--- src/rtl/irq_latch_pkg.sv ---
package irq_latch_pkg;
  typedef enum logic {
    TRIG_EDGE  = 1'b0,
    TRIG_LEVEL = 1'b1
  } trig_mode_e;

  localparam int unsigned LINES_DEF = 8;
endpackage

--- src/rtl/irq_trig_sel.sv ---
module irq_trig_sel #(
  parameter int unsigned         W    = 8,
  parameter logic [W-1:0]        MASK = 8'hF8
) (
  input  logic         clk_i,
  input  logic         rst_ni,
  input  logic         we_i,
  input  logic [W-1:0] wdata_i,
  output logic [W-1:0] sel_o
);
  logic [W-1:0] sel_q;

  always_ff @(posedge clk_i or negedge rst_ni) begin
    if (!rst_ni)   sel_q <= '0;
    else if (we_i) sel_q <= wdata_i & MASK;
  end

  assign sel_o = sel_q;


  sel_write_chk: assert property (@(posedge clk_i) disable iff (!rst_ni)
    we_i |=> (sel_o == ($past(wdata_i) & MASK)));

  sel_hold_chk: assert property (@(posedge clk_i) disable iff (!rst_ni)
    !we_i |=> $stable(sel_o));
endmodule

--- src/rtl/irq_line_cell.sv ---
module irq_line_cell
  import irq_latch_pkg::*;
(
  input  logic       clk_i,
  input  logic       rst_ni,
  input  logic       init_i,
  input  logic       line_i,
  input  logic       pulse_i,
  input  logic       ack_i,
  input  trig_mode_e mode_i,
  output logic       req_o
);
  logic req_q, prev_q;
  logic lvl_eff, prev_eff, rise;
  logic req_d, prev_d;

  // pulse: evaluate low first, then high
  assign lvl_eff  = line_i | pulse_i;
  assign prev_eff = prev_q & ~pulse_i;
  assign rise     = lvl_eff & ~prev_eff;

  always_comb begin
    req_d  = req_q;
    prev_d = lvl_eff;
    if (init_i) begin
      req_d  = 1'b0;
      prev_d = 1'b0;
    end else if (mode_i == TRIG_LEVEL) begin
      req_d = lvl_eff;
    end else if (!lvl_eff) begin
      req_d = 1'b0;
    end else if (rise) begin
      req_d = 1'b1;               // new edge beats ack
    end else if (ack_i) begin
      req_d = 1'b0;
    end
  end

  always_ff @(posedge clk_i or negedge rst_ni) begin
    if (!rst_ni) begin
      req_q  <= 1'b0;
      prev_q <= 1'b0;
    end else begin
      req_q  <= req_d;
      prev_q <= prev_d;
    end
  end

  assign req_o = req_q;


  level_follow_chk: assert property (@(posedge clk_i) disable iff (!rst_ni)
    (!init_i && mode_i == TRIG_LEVEL && !pulse_i) |=> (req_o == $past(line_i)));

  edge_fall_chk: assert property (@(posedge clk_i) disable iff (!rst_ni)
    (!init_i && mode_i == TRIG_EDGE && !line_i && !pulse_i) |=> (!req_o && !prev_q));

  edge_rise_chk: assert property (@(posedge clk_i) disable iff (!rst_ni)
    (!init_i && mode_i == TRIG_EDGE && line_i && !prev_q) |=> req_o);

  pulse_set_chk: assert property (@(posedge clk_i) disable iff (!rst_ni)
    (!init_i && pulse_i) |=> req_o);

  edge_hold_chk: assert property (@(posedge clk_i) disable iff (!rst_ni)
    (!init_i && mode_i == TRIG_EDGE && prev_q && !pulse_i && !req_o) |=> !req_o);

  init_clr_chk: assert property (@(posedge clk_i) disable iff (!rst_ni)
    init_i |=> (!req_o && !prev_q));
endmodule

--- src/rtl/irq_req_latch.sv ---
module irq_req_latch
  import irq_latch_pkg::*;
#(
  parameter int unsigned        N_LINES = LINES_DEF,
  parameter logic [N_LINES-1:0] WR_MASK = 8'hF8
) (
  input  logic               clk_i,
  input  logic               rst_ni,
  input  logic               init_i,
  input  logic [N_LINES-1:0] irq_i,
  input  logic [N_LINES-1:0] pulse_i,
  input  logic [N_LINES-1:0] ack_i,
  input  logic               trig_we_i,
  input  logic [N_LINES-1:0] trig_wdata_i,
  output logic [N_LINES-1:0] trig_rdata_o,
  output logic [N_LINES-1:0] req_o
);
  logic [N_LINES-1:0] trig_sel;

  irq_trig_sel #(.W(N_LINES), .MASK(WR_MASK)) u_sel (
    .clk_i   (clk_i),
    .rst_ni  (rst_ni),
    .we_i    (trig_we_i),
    .wdata_i (trig_wdata_i),
    .sel_o   (trig_sel)
  );

  for (genvar g = 0; g < N_LINES; g++) begin : g_line
    irq_line_cell u_cell (
      .clk_i   (clk_i),
      .rst_ni  (rst_ni),
      .init_i  (init_i),
      .line_i  (irq_i[g]),
      .pulse_i (pulse_i[g]),
      .ack_i   (ack_i[g]),
      .mode_i  (trig_mode_e'(trig_sel[g])),
      .req_o   (req_o[g])
    );
  end

  assign trig_rdata_o = trig_sel;


  reset_clear_chk: assert property (@(posedge clk_i)
    !rst_ni |-> (req_o == '0 && trig_rdata_o == '0));

  level_ack_chk: assert property (@(posedge clk_i) disable iff (!rst_ni)
    (!init_i && ((trig_sel & irq_i) != '0)) |=> ((req_o & $past(trig_sel & irq_i)) == $past(trig_sel & irq_i)));
endmodule

--- config.mk ---
export PLATFORM = sky130hd
export DESIGN_NAME = irq_req_latch
export DESIGN_NICKNAME = d
export VERILOG_FILES = /design/src/rtl/irq_latch_pkg.sv /design/src/rtl/irq_trig_sel.sv /design/src/rtl/irq_line_cell.sv /design/src/rtl/irq_req_latch.sv
export SDC_FILE = /design/constraint.sdc
export NUM_CORES = 1
export LEC_CHECK = 0
export ABC_AREA = 0
export CORE_ASPECT_RATIO = 1.25
export CORE_MARGIN = 2
export CORE_UTILIZATION = 25
export DETAILED_ROUTE_END_ITERATION = 10
export GPL_ROUTABILITY_DRIVEN = 0
export GPL_TIMING_DRIVEN = 0
export PLACE_DENSITY_LB_ADDON = 0.15
export SLEW_MARGIN = 20
export SYNTH_ARGS = -nofsm -noshare
export SYNTH_HDL_FRONTEND = slang
export SYNTH_SLANG_ARGS = --single-unit
export TNS_END_PERCENT = 100
--- constraint.sdc ---
create_clock -name clk_i -period 2 [get_ports clk_i]
set_input_delay 0.4 -clock clk_i [delete_from_list [all_inputs] [get_ports clk_i]]
set_output_delay 0.4 -clock clk_i [all_outputs]
set_load 0.05 [all_outputs]
**Yosys cells after proc, flatten, opt, wreduce, memory -nomap -nowiden**

Index checks and enable logic that the tools add are counted.

- Equality and inequality tests: 8
- Multiplexer cells: 45
- Bitwise operators: 40

Operators with widths:

| kind | number |
|---|---|
| $mux 1 | 45 |
| $ne 5x5->1 const B | 5 |
| $and 1x1->1 | 16 |
| $not 1->1 | 16 |
| $ne 4x4->1 const B | 3 |
| $or 1x1->1 | 8 |

- Register bits: 21
- Input bits: 36
- Output and inout bits: 16
- Logic and storage cells: 110

**Depth between registers and ports, before layout**

Gate-level depths: netlist (run 1).

- Word-level depth: 8
- Mapped depth: 3
- Mapped depth without buffers: 2

**By module**

Synthesis (run 1) repeated with hierarchy kept, for this count alone.

- Cells, all modules: 70
- Area total of the unflattened synthesis: 918.4 um2

Modules (own cells, without submodules):

| module | times used | cells each | area each (um2) | seq. area each (um2) |
|---|---|---|---|---|
| irq_line_cell | 8 | 7 | 88.8 | 50.0 |
| irq_trig_sel | 1 | 14 | 207.7 | 125.1 |

**Least setup slack after synthesis (run 1)**

Ideal clock, no wire load.

- Path kind: flip-flop to output port
- Start: reg u_sel.sel_q[5] (netlist: u_sel.sel_o[5])
- End: out trig_rdata_o[5]
- Data arrival time: 548 ps
- Data required time: 1,600 ps
- Slack: 1,052 ps
- Stages on the path, launching flop included: 2
- Path buffers: 1
- Cells stage by stage: dfrtp_1 > buf_4

RTL lines:

| what | RTL line | text |
|---|---|---|
| from (decl) | irq_trig_sel.sv:11 | `logic [W-1:0] sel_q;` |
| from (signal assigned) | irq_trig_sel.sv:15 | `else if (we_i) sel_q <= wdata_i & MASK;` |
| to (decl) | irq_req_latch.sv:15 | `output logic [N_LINES-1:0] trig_rdata_o,` |

No word-level cell between the ends.

**Final worst setup path (run 1)**

- Start: reg u_sel.sel_q[4] (netlist: u_sel.sel_o[4])
- End: out trig_rdata_o[4]

No word-level cell between the ends.

==> results of run 1 <==
## routing by layer
| metal | up-vias | track usage | share of wire |
|---|---|---|---|
| met4 | 0 | 0.04691 | 0.0088 |
| met2 | 17 | 0.1929 | 0.56 |
| met3 | 2 | 0.01585 | 0.044 |
| li1 | 362 | - | - |
| met1 | 364 | 0.1231 | 0.38 |
| met5 | - | 0 | 0 |
## power groups by stage
stage               registers [mW]  logic [mW]  clock network (mW)
floorplan                    0.477       0.180                   0
global placement             0.481       0.300                   0
detailed placement           0.482       0.304                   0
CTS                          0.474       0.305               0.293
global route                 0.479       0.319               0.308
finish                       0.473       0.299               0.275
## cells in the mapped netlist
cell type	n
a211oi_1	5
a311oi_1	1
a311oi_2	2
buf_4	16
buf_6	2
conb_1	1
dfrtp_1	21
inv_1	3
mux2_2	5
nand2b_1	8
nor2_1	16
nor3b_1	5
## what timing repair did
item	4_1_cts	5_1_grt
hold endpoints to repair	0	0
gates resized for setup	0	1
setup endpoints to repair	0	1
## final cells by class
cell class                 count  area (µm²)
fill                         379        2250
sequential                    21       525.5
timing repair buffer          44       437.9
multi-input combinational     45       291.5
buffer                        18       142.6
tap                           40       50.05
clock buffer                   4       45.04
inverter                       3       11.26
## critical path: stages (launching register included)
cell	delay (ps)
dfrtp_1	370
buf_4	110
clkdlybuf4s50_1	790
## per-stage QoR
stage / cells / total power [mW] / area, µm²
after floorplan: 87 / 0.6573 / 970.9
after global placement: 171 / 0.7814 / 1461
after detailed placement: 171 / 0.7861 / 1461
after CTS: 175 / 1.072 / 1506
after global routing: 175 / 1.105 / 1504
final: 175 / 1.047 / 1504
## state kept, by name (all words and copies together) (netlist names)
name / flops
g_line.u_cell.req_o: 8
g_line.u_cell.prev_q: 8
u_sel.sel_o: 5
## cell families after synthesis
family,synth area share
other,0.003892
buffers and inverters,0.1597
and+or+nand+nor,0.1533
muxes,0.05844
DFF,0.5455
AOI/OAI and AO/OA,0.07923
## final timing paths
check / startpoint / endpoint / slack (ps) / cells past startpoint
worst max-delay path: u_sel.sel_o[4]$_DFFE_PN0P_ / trig_rdata_o[4] / 70 / 2
worst min-delay path: rst_ni / u_sel.sel_o[5]$_DFFE_PN0P_ / 100 / 1
worst max register to register: g_line[4].u_cell.prev_q$_DFF_PN0_ / g_line[4].u_cell.req_o$_DFFE_PN0P_ / 1180 / 2
worst min register to register: g_line[0].u_cell.prev_q$_DFF_PN0_ / g_line[0].u_cell.req_o$_DFFE_PN0P_ / 450 / 1
max in group asynchronous: rst_ni / g_line[3].u_cell.req_o$_DFFE_PN0P_ / 1570 / 1
min in group clk_i: init_i / g_line[0].u_cell.req_o$_DFFE_PN0P_ / 350 / 2
==> summary by stage, run 1 <==
Outcome
The run finished with clean final reports.

Detailed routing
In the routed layout, each cell is associated on average with a via count of ~4.3. Wires add up to approximately 2.2 mm. The pre-antenna-repair detailed-routing pass consisted of 2 iterations. The detailed router placed approximately 750 vias in this run.

The post-detailed-route DRC marker count is 0. The antenna violation net count after detailed routing is 0. The detailed router finished its first iteration with 17 violations.

In the final routed layout, each cell accounts on average for between 10 and 15 µm.

Logic synthesis
A synthesized cell averages approximately 11 µm². For this run, the number of Yosys warnings is 0. Ranked by total cell area, the synthesized netlist is headed by dfrtp_1 55%, buf_4 12%, nor2_1 6.2%. After synthesis the cells add up to approximately 960 µm². Counting distinct cell types in the post-synthesis netlist gives 12. The number of instances in the synthesized netlist is 85.

The share of synthesized area in the top cell type comes to 0.5455. The proportion of synthesized chip area in sequential cells is 0.5455. The largest total area in the synthesized netlist belongs to dfrtp_1. The synthesized design contains 21 register bits.

Floorplan
For this configuration, the core starts out at a cell density of 0.2567. between 50 and 60 I/O pins were placed. The area of the placeable core is ~3800 µm². The die is ~73 µm tall.

The row count is 25. The die is 59.53 µm wide. The floorplan die area is roughly 4400 µm².

Global route
The number of global-route vias before repair is 812. The initial antenna violation count is 0. Entering global routing, the biggest net connects 22 pins. The wire length of the first global-routing pass is roughly 3.5 mm.

The global-route congestion overflow total is 0. The overall fraction of global-route tracks in use is 0.1072.

Final layout
In the layout the commonest cells are 42 x clkdlybuf4s50_1, 21 x dfrtp_1, 16 x nor2_1, 16 x buf_4, 8 x nand2b_1. The area growth from synthesis to layout is 56.10%. Measured on the finished design, the core utilization comes to 0.4007. The most common cell after layout, fill and taps aside is clkdlybuf4s50_1. Of the cells placed in the final design, the portion with a size suffix greater than 1 is 0.2148. The number of inserted diodes is 0. The final layout contains between 150 and 200 nets.

Timing
Headroom to the max-slew limit came out at 0.6553. After layout, the minimum clock period comes to about 1900 ps. Setup repair after global routing left no endpoint under its margin. The clock skew is 1.189 ps. The final-report max-slew violation count was 0. The worst hold slack after final layout is 95.07 ps. The final period utilization is 0.9636.

At the pin with the least slew margin, the transition time is approximately 520 ps. Setup violations remaining at the end of the flow were counted as 0. Derived from the worst setup path, the maximum achievable clock frequency is between 0.5 and 0.6 GHz. Adding up every negative setup slack in the final design gives 0 ps. Setup slack closes at 72.78 ps. The number of hold violations in the final report is 0.

Critical path
The category of the worst setup path launch point is a flip-flop. The nature of the critical path endpoint is an output port. The type of the setup path with the least slack is reg -> out. At the worst endpoint, the required time is 1600 ps.

At the worst endpoint, the arrival time is 1530 ps. The maximum fanout along the worst path is 3.

Power
The switching power of the nets is ~0.3 mW. The proportion of total power due to net switching is 0.2872. The proportion of power drawn by flip-flops and latches is 0.452.

The largest vdd supply drop is about 0.26 mV. The internal portion of total power is ~0.75 mW. The areal power density over the cells is between 600 and 700 nW/µm². The share of total power dissipated in the clock network is 0.263.

The static power due to leakage is 0.6590 nW. Of the total power, combinational logic draws 0.285.

Clock tree
The deepest level of the CTS H-tree is 1. The post-cts hold buffer count is 0. Counting along the longest clock path gives a buffer depth of 2. The TritonCTS clock tree is built. CTS saw 21 sinks. At the later pin of the worst-skew pair, clock insertion delay measures approximately 250 ps. The number of setup buffers added after CTS is 0.

The buffer type at the clock tree root is clkbuf_8. Clock tree synthesis inserted a total of 3 buffers. The clock-pin transition on the worst setup and hold timing paths is about 70 ps.

Placement
The setup slack at placement is 316.8 ps. In this run the tool buffered the top-level ports with 44 buffer cells. The half-perimeter wire length after detailed placement is between 1.5 and 2 mm.

Job
The number of maximum-capacitance violations is 0.

Min path
The path type of the worst min-delay path is in -> async.
Note: power is estimated with default switching activity, not from simulation.
==> run 2, diff against run 1 <==
CELL_PAD_IN_SITES_DETAIL_PLACEMENT = 0   (was default)
CELL_PAD_IN_SITES_GLOBAL_PLACEMENT = 1   (was default)
SLEW_MARGIN = 10   (was 20)
==> run 2 against run 1 <==
Worst setup slack worse by 12 ps. Sequential cell count stayed put. Register-to-register slack hardly changed. Maximum frequency is 0.64% lower. Count of clock-buffer cells in the layout stayed put. Hold slack better by 240 ps. Largest power group unchanged. Clock skew is 0.76 ps lower. Power is 0.31% lower.
==> summary by stage, run 2 (synthesized netlist as in run 1, its figures left out) <==
Outcome
Outcome: finished clean (unchanged).

Global route
The maximum number of pins on one net before global-route repair is 22 (unchanged). The wire length of the first global-routing pass is 3.367 mm (was 3.505 mm). The initial antenna violation count came to 0 (unchanged).

The global-route congestion overflow total came to 0 (unchanged). The number of global-route vias before repair is 800 (was 812). The overall fraction of global-route tracks in use was 0.1039 (was 0.1072).

Critical path
The category of the worst setup path launch point is a flip-flop (unchanged). The nature of the critical path endpoint is an output port (unchanged). The endpoint of the most critical register-to-register path is g_line[4].u_cell.req_o$_DFFE_PN0P_ (unchanged).

The capture point of the critical path is trig_rdata_o[6] (was trig_rdata_o[4]). The path depth of the worst reg2reg path is 2 (unchanged). The number of logic stages on the critical path including buffering was 2 (unchanged).

The cell at the slowest stage of the critical path is clkdlybuf4s50_1 (unchanged). The setup slack on the worst flop-to-flop path came to 1180 ps (about the same). The kind of cell with the highest combined delay on the critical path is buffers and inverters (unchanged). The arrival time of data at the critical path endpoint came to 1540 ps (was 1530 ps). The total buffers and inverters traversed by the critical path is 2 (unchanged). The launch point of the worst path was u_sel.sel_o[6]$_DFFE_PN0P_ (was u_sel.sel_o[4]$_DFFE_PN0P_).

The largest stage delay on the critical path was 790 ps (about the same). The reg-to-reg startpoint is u_sel.sel_o[4]$_DFFE_PN0P_ (was g_line[4].u_cell.prev_q$_DFF_PN0_). Cell-by-cell listing of the critical path: buf_4, clkdlybuf4s50_1 (unchanged).

The required time of the critical path came to 1600 ps (about the same). The maximum fanout along the worst path came to 3 (unchanged). The type of the setup path with the least slack is reg -> out (unchanged).

Power
The proportion of total power due to net switching is 0.2834 (was 0.2872). The areal power density over the cells came to 692.6 nW/µm² (was 695.9 nW/µm²). The internal portion of total power came to 0.7476 mW (was 0.7460 mW). The power share of the combinational group is 0.285 (about the same). The static power due to leakage is 0.6497 nW (was 0.6590 nW). The relative contribution of the clock network to total power is 0.261 (was 0.263).

The largest vdd supply drop is 0.1819 mV (was 0.2641 mV). The proportion of power drawn by flip-flops and latches was 0.454 (was 0.452). The switching power of the nets is 0.2957 mW (was 0.3005 mW).

Detailed routing
The via count is 739 (was 745). The antenna violation net count after detailed routing was 0 (unchanged). The number of optimization iterations in the first detailed-route pass came to 2 (unchanged). The number of design-rule violations left by the first detailed-router iteration is 11 (was 17). The via density per instance was 4.223 (was 4.257). The total wirelength of the detailed-routed design is 2.030 mm (was 2.150 mm). The average wire per standard cell is 11.60 µm (was 12.29 µm). The post-detailed-route DRC marker count was 0 (unchanged).

Placement
The count of buffers inserted at the top-level ports is 44 (unchanged). The half-perimeter wire length after detailed placement came to 1.577 mm (was 1.629 mm). The post-detailed-placement cell area is 1461 µm² (unchanged).

Final layout
The share of the core filled with cells in the final layout is 0.4013 (was 0.4007). Most frequent cells in the layout: 44 x clkdlybuf4s50_1, 21 x dfrtp_1, 16 x nor2_1, 16 x buf_4, 8 x nand2b_1 (was 42 x clkdlybuf4s50_1, 21 x dfrtp_1, 16 x nor2_1, 16 x buf_4, 8 x nand2b_1). The most common cell after layout, fill and taps aside is clkdlybuf4s50_1 (unchanged). The final standard cell area without fillers came to 1506 µm² (was 1504 µm²).

The number of inserted diodes is 0 (unchanged). The area added between synthesis and finish is 56.36% (was 56.10%). The net total in the final layout is 172 (unchanged). The fraction of final layout cells with drive strength greater than 1 is 0.2074 (was 0.2148).

Timing
The final-report max-slew violation count was 0 (unchanged). The time the worst path needs with I/O delays and setup is 1940 ps (was 1927 ps). The final period utilization came to 0.9698 (was 0.9636). The actual transition at the worst max-transition pin is 945.8 ps (was 516.3 ps). The clock skew was 0.4256 ps (was 1.189 ps). The peak clock frequency supported by timing is 0.5156 GHz (was 0.5189 GHz). The number of hold violations in the final report is 0 (unchanged). The setup TNS is 0 ps (unchanged). Unrepaired setup endpoints after global routing: no (unchanged). The final number of setup-violating endpoints is 0 (unchanged). The relative slew slack is 0.3675 (was 0.6553).

Clock tree
The maximum buffer depth of the clock tree came to 2 (unchanged). The buffer type at the clock tree root is clkbuf_8 (unchanged). The post-CTS setup buffer count is 0 (unchanged).

The post-cts repair resize count is 0 (unchanged). The post-cts hold buffer count is 0 (unchanged). The TritonCTS clock tree is built (unchanged). The clock-pin transition on the worst setup and hold timing paths is 70 ps (about the same).

The total number of clock tree sinks is 21 (unchanged). The number of buffers added by the clock tree synthesis step is 3 (unchanged). The deepest level of the CTS H-tree is 1 (unchanged). The clock insertion delay at the later pin of the skew report is 260 ps (was 250 ps).

Min path
The path type of the worst min-delay path is in -> reg (was in -> async).

Floorplan
The area of the placeable core is 3754 µm² (unchanged). The number of top-level design ports is 52 (unchanged). The width of the chip is 59.53 µm (unchanged). The row count was 25 (unchanged). The floorplan die area is 4369 µm² (unchanged).

The height of the die is 73.41 µm (unchanged). The effective utilization at floorplan is 0.2567 (unchanged).

Job
The number of maximum-capacitance violations is 0 (unchanged).
==> run 2: changes by cell type in the layout (fill, tap and decap cells not counted), sizes merged <==
cell | before | now
buf | 19 | 18
clkdlybuf4s50 | 42 | 44
dlymetal6s2s | 1 | 0
==> run 2: worst min path at each step <==
stage	start	endpoint	depth (start not counted)
2_1_floorplan	rst_ni	g_line[0].u_cell.prev_q$_DFF_PN0_	0
3_5_place_dp	g_line[0].u_cell.prev_q$_DFF_PN0_	g_line[0].u_cell.req_o$_DFFE_PN0P_	1
6_report	init_i	g_line[0].u_cell.req_o$_DFFE_PN0P_	2
4_1_cts	init_i	g_line[0].u_cell.req_o$_DFFE_PN0P_	2
3_3_place_gp	g_line[0].u_cell.prev_q$_DFF_PN0_	g_line[0].u_cell.req_o$_DFFE_PN0P_	1
5_1_grt	init_i	g_line[4].u_cell.req_o$_DFFE_PN0P_	2
==> run 2: cell type report <==
| class | count | area [µm²] |
|---|---|---|
| Fill cell | 384 | 2247 |
| Buffer | 18 | 142.6 |
| Tap cell | 40 | 50.05 |
| Multi-Input combinational cell | 45 | 291.5 |
| Inverter | 3 | 11.26 |
| Sequential cell | 21 | 525.5 |
| Clock buffer | 4 | 45.04 |
| Timing Repair Buffer | 44 | 440.4 |
==> run 2: metrics by stage <==
| stage | total power [mW] | instances | hold slack, ps | worst slack (ps) |
|---|---|---|---|---|
| 3_3_place_gp | 0.7799 | 171 | 425.0 | 341.2 |
| 4_1_cts | 1.062 | 175 | 341.4 | 54.50 |
| 2_1_floorplan | 0.6573 | 87 | 104.4 | 1052 |
| 3_5_place_dp | 0.7840 | 171 | 440.8 | 343.7 |
| 6_report | 1.043 | 175 | 333.9 | 60.34 |
| 5_1_grt | 1.104 | 175 | 346.5 | 2.718 |
==> run 2: per-layer routing <==
| metal | vias to the layer above | wire [µm] | GRT usage |
|---|---|---|---|
| li1 | 359 | - | - |
| met1 | 354 | 776 | 0.1164 |
| met2 | 22 | 1098 | 0.1783 |
| met3 | 4 | 119 | 0.02289 |
| met4 | 0 | 36 | 0.05926 |
| met5 | - | 0 | 0 |
==> run 2: worst reg2reg max path, stage by stage (launching register included) <==
cell and delay (ps):
dfrtp_1 400, nor3b_1 200, a211oi_1 110
==> run 2: power groups by stage <==
stage	Sequential (mW)	Combinational, mW	Clock (mW)
2_1_floorplan	0.477	0.180	0
3_3_place_gp	0.481	0.299	0
3_5_place_dp	0.482	0.302	0
4_1_cts	0.474	0.302	0.286
5_1_grt	0.478	0.318	0.308
6_report	0.474	0.298	0.272
==> run 3, diff against run 2 <==
CORE_ASPECT_RATIO = 0.5   (was 1.25)
HOLD_SLACK_MARGIN = 0.12   (was default)
==> run 3 against run 2 <==
Clock power rose by 1%. Register-to-register slack about the same. Count of clock-buffer cells in the layout stayed put. Die area grew 0.61%. Hold slack gained 1.1 ps. Clock skew grew 0.88 ps. Critical path depth unchanged. Worst setup slack improved by 0.91 ps. Largest cell class unchanged. Cell count is 6.3% higher. Sequential cell count is the same.
==> summary by stage, run 3 (synthesized netlist as in run 1, its figures left out) <==
Final layout
The fraction of final layout cells with drive strength greater than 1 was 0.2074 (unchanged). The number of inserted diodes came to 0 (unchanged). Most frequent cells in the layout: 43 x clkdlybuf4s50_1, 21 x dfrtp_1, 16 x nor2_1, 16 x buf_4, 8 x nand2b_1 (was 44 x clkdlybuf4s50_1, 21 x dfrtp_1, 16 x nor2_1, 16 x buf_4, 8 x nand2b_1).

The final standard cell area without fillers is 1523 µm² (was 1506 µm²). The area of the multi-input gates is 291.5 µm² (unchanged). The share of the core filled with cells in the final layout came to 0.4270 (was 0.4013).

The area of all sequential standard cells is 525.5 µm² (unchanged). The final cell count without fillers is 186 (was 175). The net total in the final layout is 172 (unchanged).

The area added between synthesis and finish is 58.05% (was 56.36%). The final-layout fill cell count came to 370 (was 384). The most common cell after layout, fill and taps aside is clkdlybuf4s50_1 (unchanged).

Detailed routing
The via count came to 732 (was 739). The number of design-rule violations left by the first detailed-router iteration is 6 (was 11). The total wirelength of the detailed-routed design is 1.887 mm (was 2.030 mm). The antenna violation net count after detailed routing was 0 (unchanged). The highest signal layer in the routed design is met3 (was met4).

The routed wire length on met3 is 124 µm (was 119 µm). The wire length on met2 is 901 µm (was 1.098 mm). The post-route met1 wirelength was 861 µm (was 776 µm). The average wire per standard cell is 10.15 µm (was 11.60 µm). The number of optimization iterations in the first detailed-route pass came to 4 (was 2). The post-detailed-route DRC marker count is 0 (unchanged). The via density per instance is 3.935 (was 4.223).

Placement
The post-detailed-placement cell area is 1475 µm² (was 1461 µm²). The count of buffers inserted at the top-level ports is 44 (unchanged). The half-perimeter wire length after detailed placement is 1.477 mm (was 1.577 mm). The number of cells in the design after placement is 182 (was 171).

Power
The static power due to leakage is 0.6590 nW (was 0.6497 nW). The relative contribution of the clock network to total power was 0.264 (was 0.261). The proportion of power drawn by flip-flops and latches was 0.453 (was 0.454). The power share of the combinational group is 0.283 (was 0.285). The internal portion of total power was 0.7472 mW (was 0.7476 mW). The proportion of total power due to net switching was 0.2857 (was 0.2834).

The largest vdd supply drop is 0.2103 mV (was 0.1819 mV). The switching power of the nets was 0.2989 mW (was 0.2957 mW). The areal power density over the cells is 687.0 nW/µm² (was 692.6 nW/µm²).

Clock tree
The total number of clock tree sinks is 21 (unchanged). The clock insertion delay at the later pin of the skew report came to 260 ps (about the same). The maximum buffer depth of the clock tree was 2 (unchanged).

The number of buffers added by the clock tree synthesis step was 3 (unchanged). The post-CTS setup buffer count is 0 (unchanged). The buffer type at the clock tree root is clkbuf_8 (unchanged). The clock-pin transition on the worst setup and hold timing paths came to 70 ps (about the same). The TritonCTS clock tree is built (unchanged). The deepest level of the CTS H-tree is 1 (unchanged).

Timing
The peak clock frequency supported by timing is 0.5158 GHz (was 0.5156 GHz). Unrepaired setup endpoints after global routing: no (unchanged). The final number of setup-violating endpoints is 0 (unchanged). The time the worst path needs with I/O delays and setup was 1939 ps (was 1940 ps). The actual transition at the worst max-transition pin was 925.2 ps (was 945.8 ps). The relative slew slack came to 0.3813 (was 0.3675). The setup TNS is 0 ps (unchanged).

The final period utilization was 0.9694 (was 0.9698). The number of hold violations in the final report came to 0 (unchanged). The clock skew is 1.306 ps (was 0.4256 ps). The final-report max-slew violation count was 0 (unchanged).

Critical path
The category of the worst setup path launch point is a flip-flop (unchanged). The kind of cell with the highest combined delay on the critical path is buffers and inverters (unchanged). The total buffers and inverters traversed by the critical path is 2 (unchanged). The nature of the critical path endpoint was an output port (unchanged). Cell-by-cell listing of the critical path: buf_4, clkdlybuf4s50_1 (unchanged). The path depth of the worst reg2reg path was 2 (unchanged). The cell at the slowest stage of the critical path is clkdlybuf4s50_1 (unchanged). The maximum fanout along the worst path is 3 (unchanged). The endpoint of the most critical register-to-register path was g_line[5].u_cell.req_o$_DFFE_PN0P_ (was g_line[4].u_cell.req_o$_DFFE_PN0P_). The arrival time of data at the critical path endpoint came to 1540 ps (about the same). The type of the setup path with the least slack was reg -> out (unchanged).

The required time of the critical path is 1600 ps (about the same). The largest stage delay on the critical path is 790 ps (about the same). The setup slack on the worst flop-to-flop path was 1180 ps (about the same). The reg-to-reg startpoint is u_sel.sel_o[5]$_DFFE_PN0P_ (was u_sel.sel_o[4]$_DFFE_PN0P_).

Floorplan
The width of the chip came to 91.79 µm (was 59.53 µm). The area of the placeable core is 3566 µm² (was 3754 µm²). The row count is 15 (was 25).

The number of top-level design ports is 52 (unchanged). The floorplan die area is 4396 µm² (was 4369 µm²). The effective utilization at floorplan is 0.2702 (was 0.2567).

The height of the die came to 47.90 µm (was 73.41 µm).

Min path
The hold-critical path depth came to 2 (unchanged). The start point of the worst hold path is init_i (unchanged). The path type of the worst min-delay path is in -> reg (unchanged).

The endpoint of the worst hold path was g_line[0].u_cell.req_o$_DFFE_PN0P_ (unchanged).

Job
The number of maximum-capacitance violations came to 0 (unchanged).

Global route
The initial antenna violation count is 0 (unchanged). The maximum number of pins on one net before global-route repair is 22 (unchanged). The overall fraction of global-route tracks in use is 0.08984 (was 0.1039). The wire length of the first global-routing pass is 2.925 mm (was 3.367 mm). The number of global-route vias before repair came to 657 (was 800). The global-route congestion overflow total is 0 (unchanged).

Outcome
Outcome: finished clean (unchanged).
## run 3: power groups by stage
stage	Combinational (mW)	Clock [mW]	Sequential [mW]
after detailed placement	0.301	0	0.482
after CTS	0.301	0.290	0.474
final	0.296	0.276	0.474
after floorplan	0.180	0	0.477
after global placement	0.299	0	0.482
after global routing	0.315	0.305	0.478
## run 3: layout make-up
type                            count  area share
Tap cell                           51     0.04191
Multi-Input combinational cell     45      0.1915
Inverter                            3    0.007395
Clock buffer                        4     0.02958
Sequential cell                    21      0.3451
Buffer                             18     0.09367
Timing Repair Buffer               44      0.2909
## run 3: worst max path at each step
stage                 endpoint  slack [ps]  cells after the start                       start
2_1_floorplan  trig_rdata_o[5]        1050                      1  u_sel.sel_o[5]$_DFFE_PN0P_
3_3_place_gp   trig_rdata_o[3]         340                      2  u_sel.sel_o[3]$_DFFE_PN0P_
3_5_place_dp   trig_rdata_o[3]         330                      2  u_sel.sel_o[3]$_DFFE_PN0P_
4_1_cts        trig_rdata_o[3]          40                      2  u_sel.sel_o[3]$_DFFE_PN0P_
5_1_grt        trig_rdata_o[7]          10                      2  u_sel.sel_o[7]$_DFFE_PN0P_
6_report       trig_rdata_o[6]          60                      2  u_sel.sel_o[6]$_DFFE_PN0P_
## run 3: worst reg2reg max path, delay by kind of cell, from the launching register on
| kind | cells | cell delay [ps] |
|---|---|---|
| AOI/OAI and AO/OA | 1 | 100 |
| DFF | 1 | 400 |
| and+or+nand+nor | 1 | 210 |
## run 3: per-layer routing
| layer | track usage | vias up |
|---|---|---|
| li1 | - | 361 |
| met1 | 0.1088 | 346 |
| met2 | 0.1471 | 25 |
| met3 | 0.03937 | 0 |
| met4 | 0.03582 | 0 |
| met5 | 0 | - |
## run 3: metrics by stage
step | worst slack (ps) | hold slack [ps] | power, mW
3_5_place_dp | 332.4 | 431.0 | 0.7828
6_report | 61.25 | 335.0 | 1.046
5_1_grt | 12.93 | 329.6 | 1.098
3_3_place_gp | 340.7 | 425.1 | 0.7814
4_1_cts | 38.97 | 329.9 | 1.065
2_1_floorplan | 1052 | 104.4 | 0.6573
## run 3: what timing repair did
action                                  CTS  global route
hold buffers                              0             0
endpoints found under the setup margin    0             1
resized for setup                         0             1
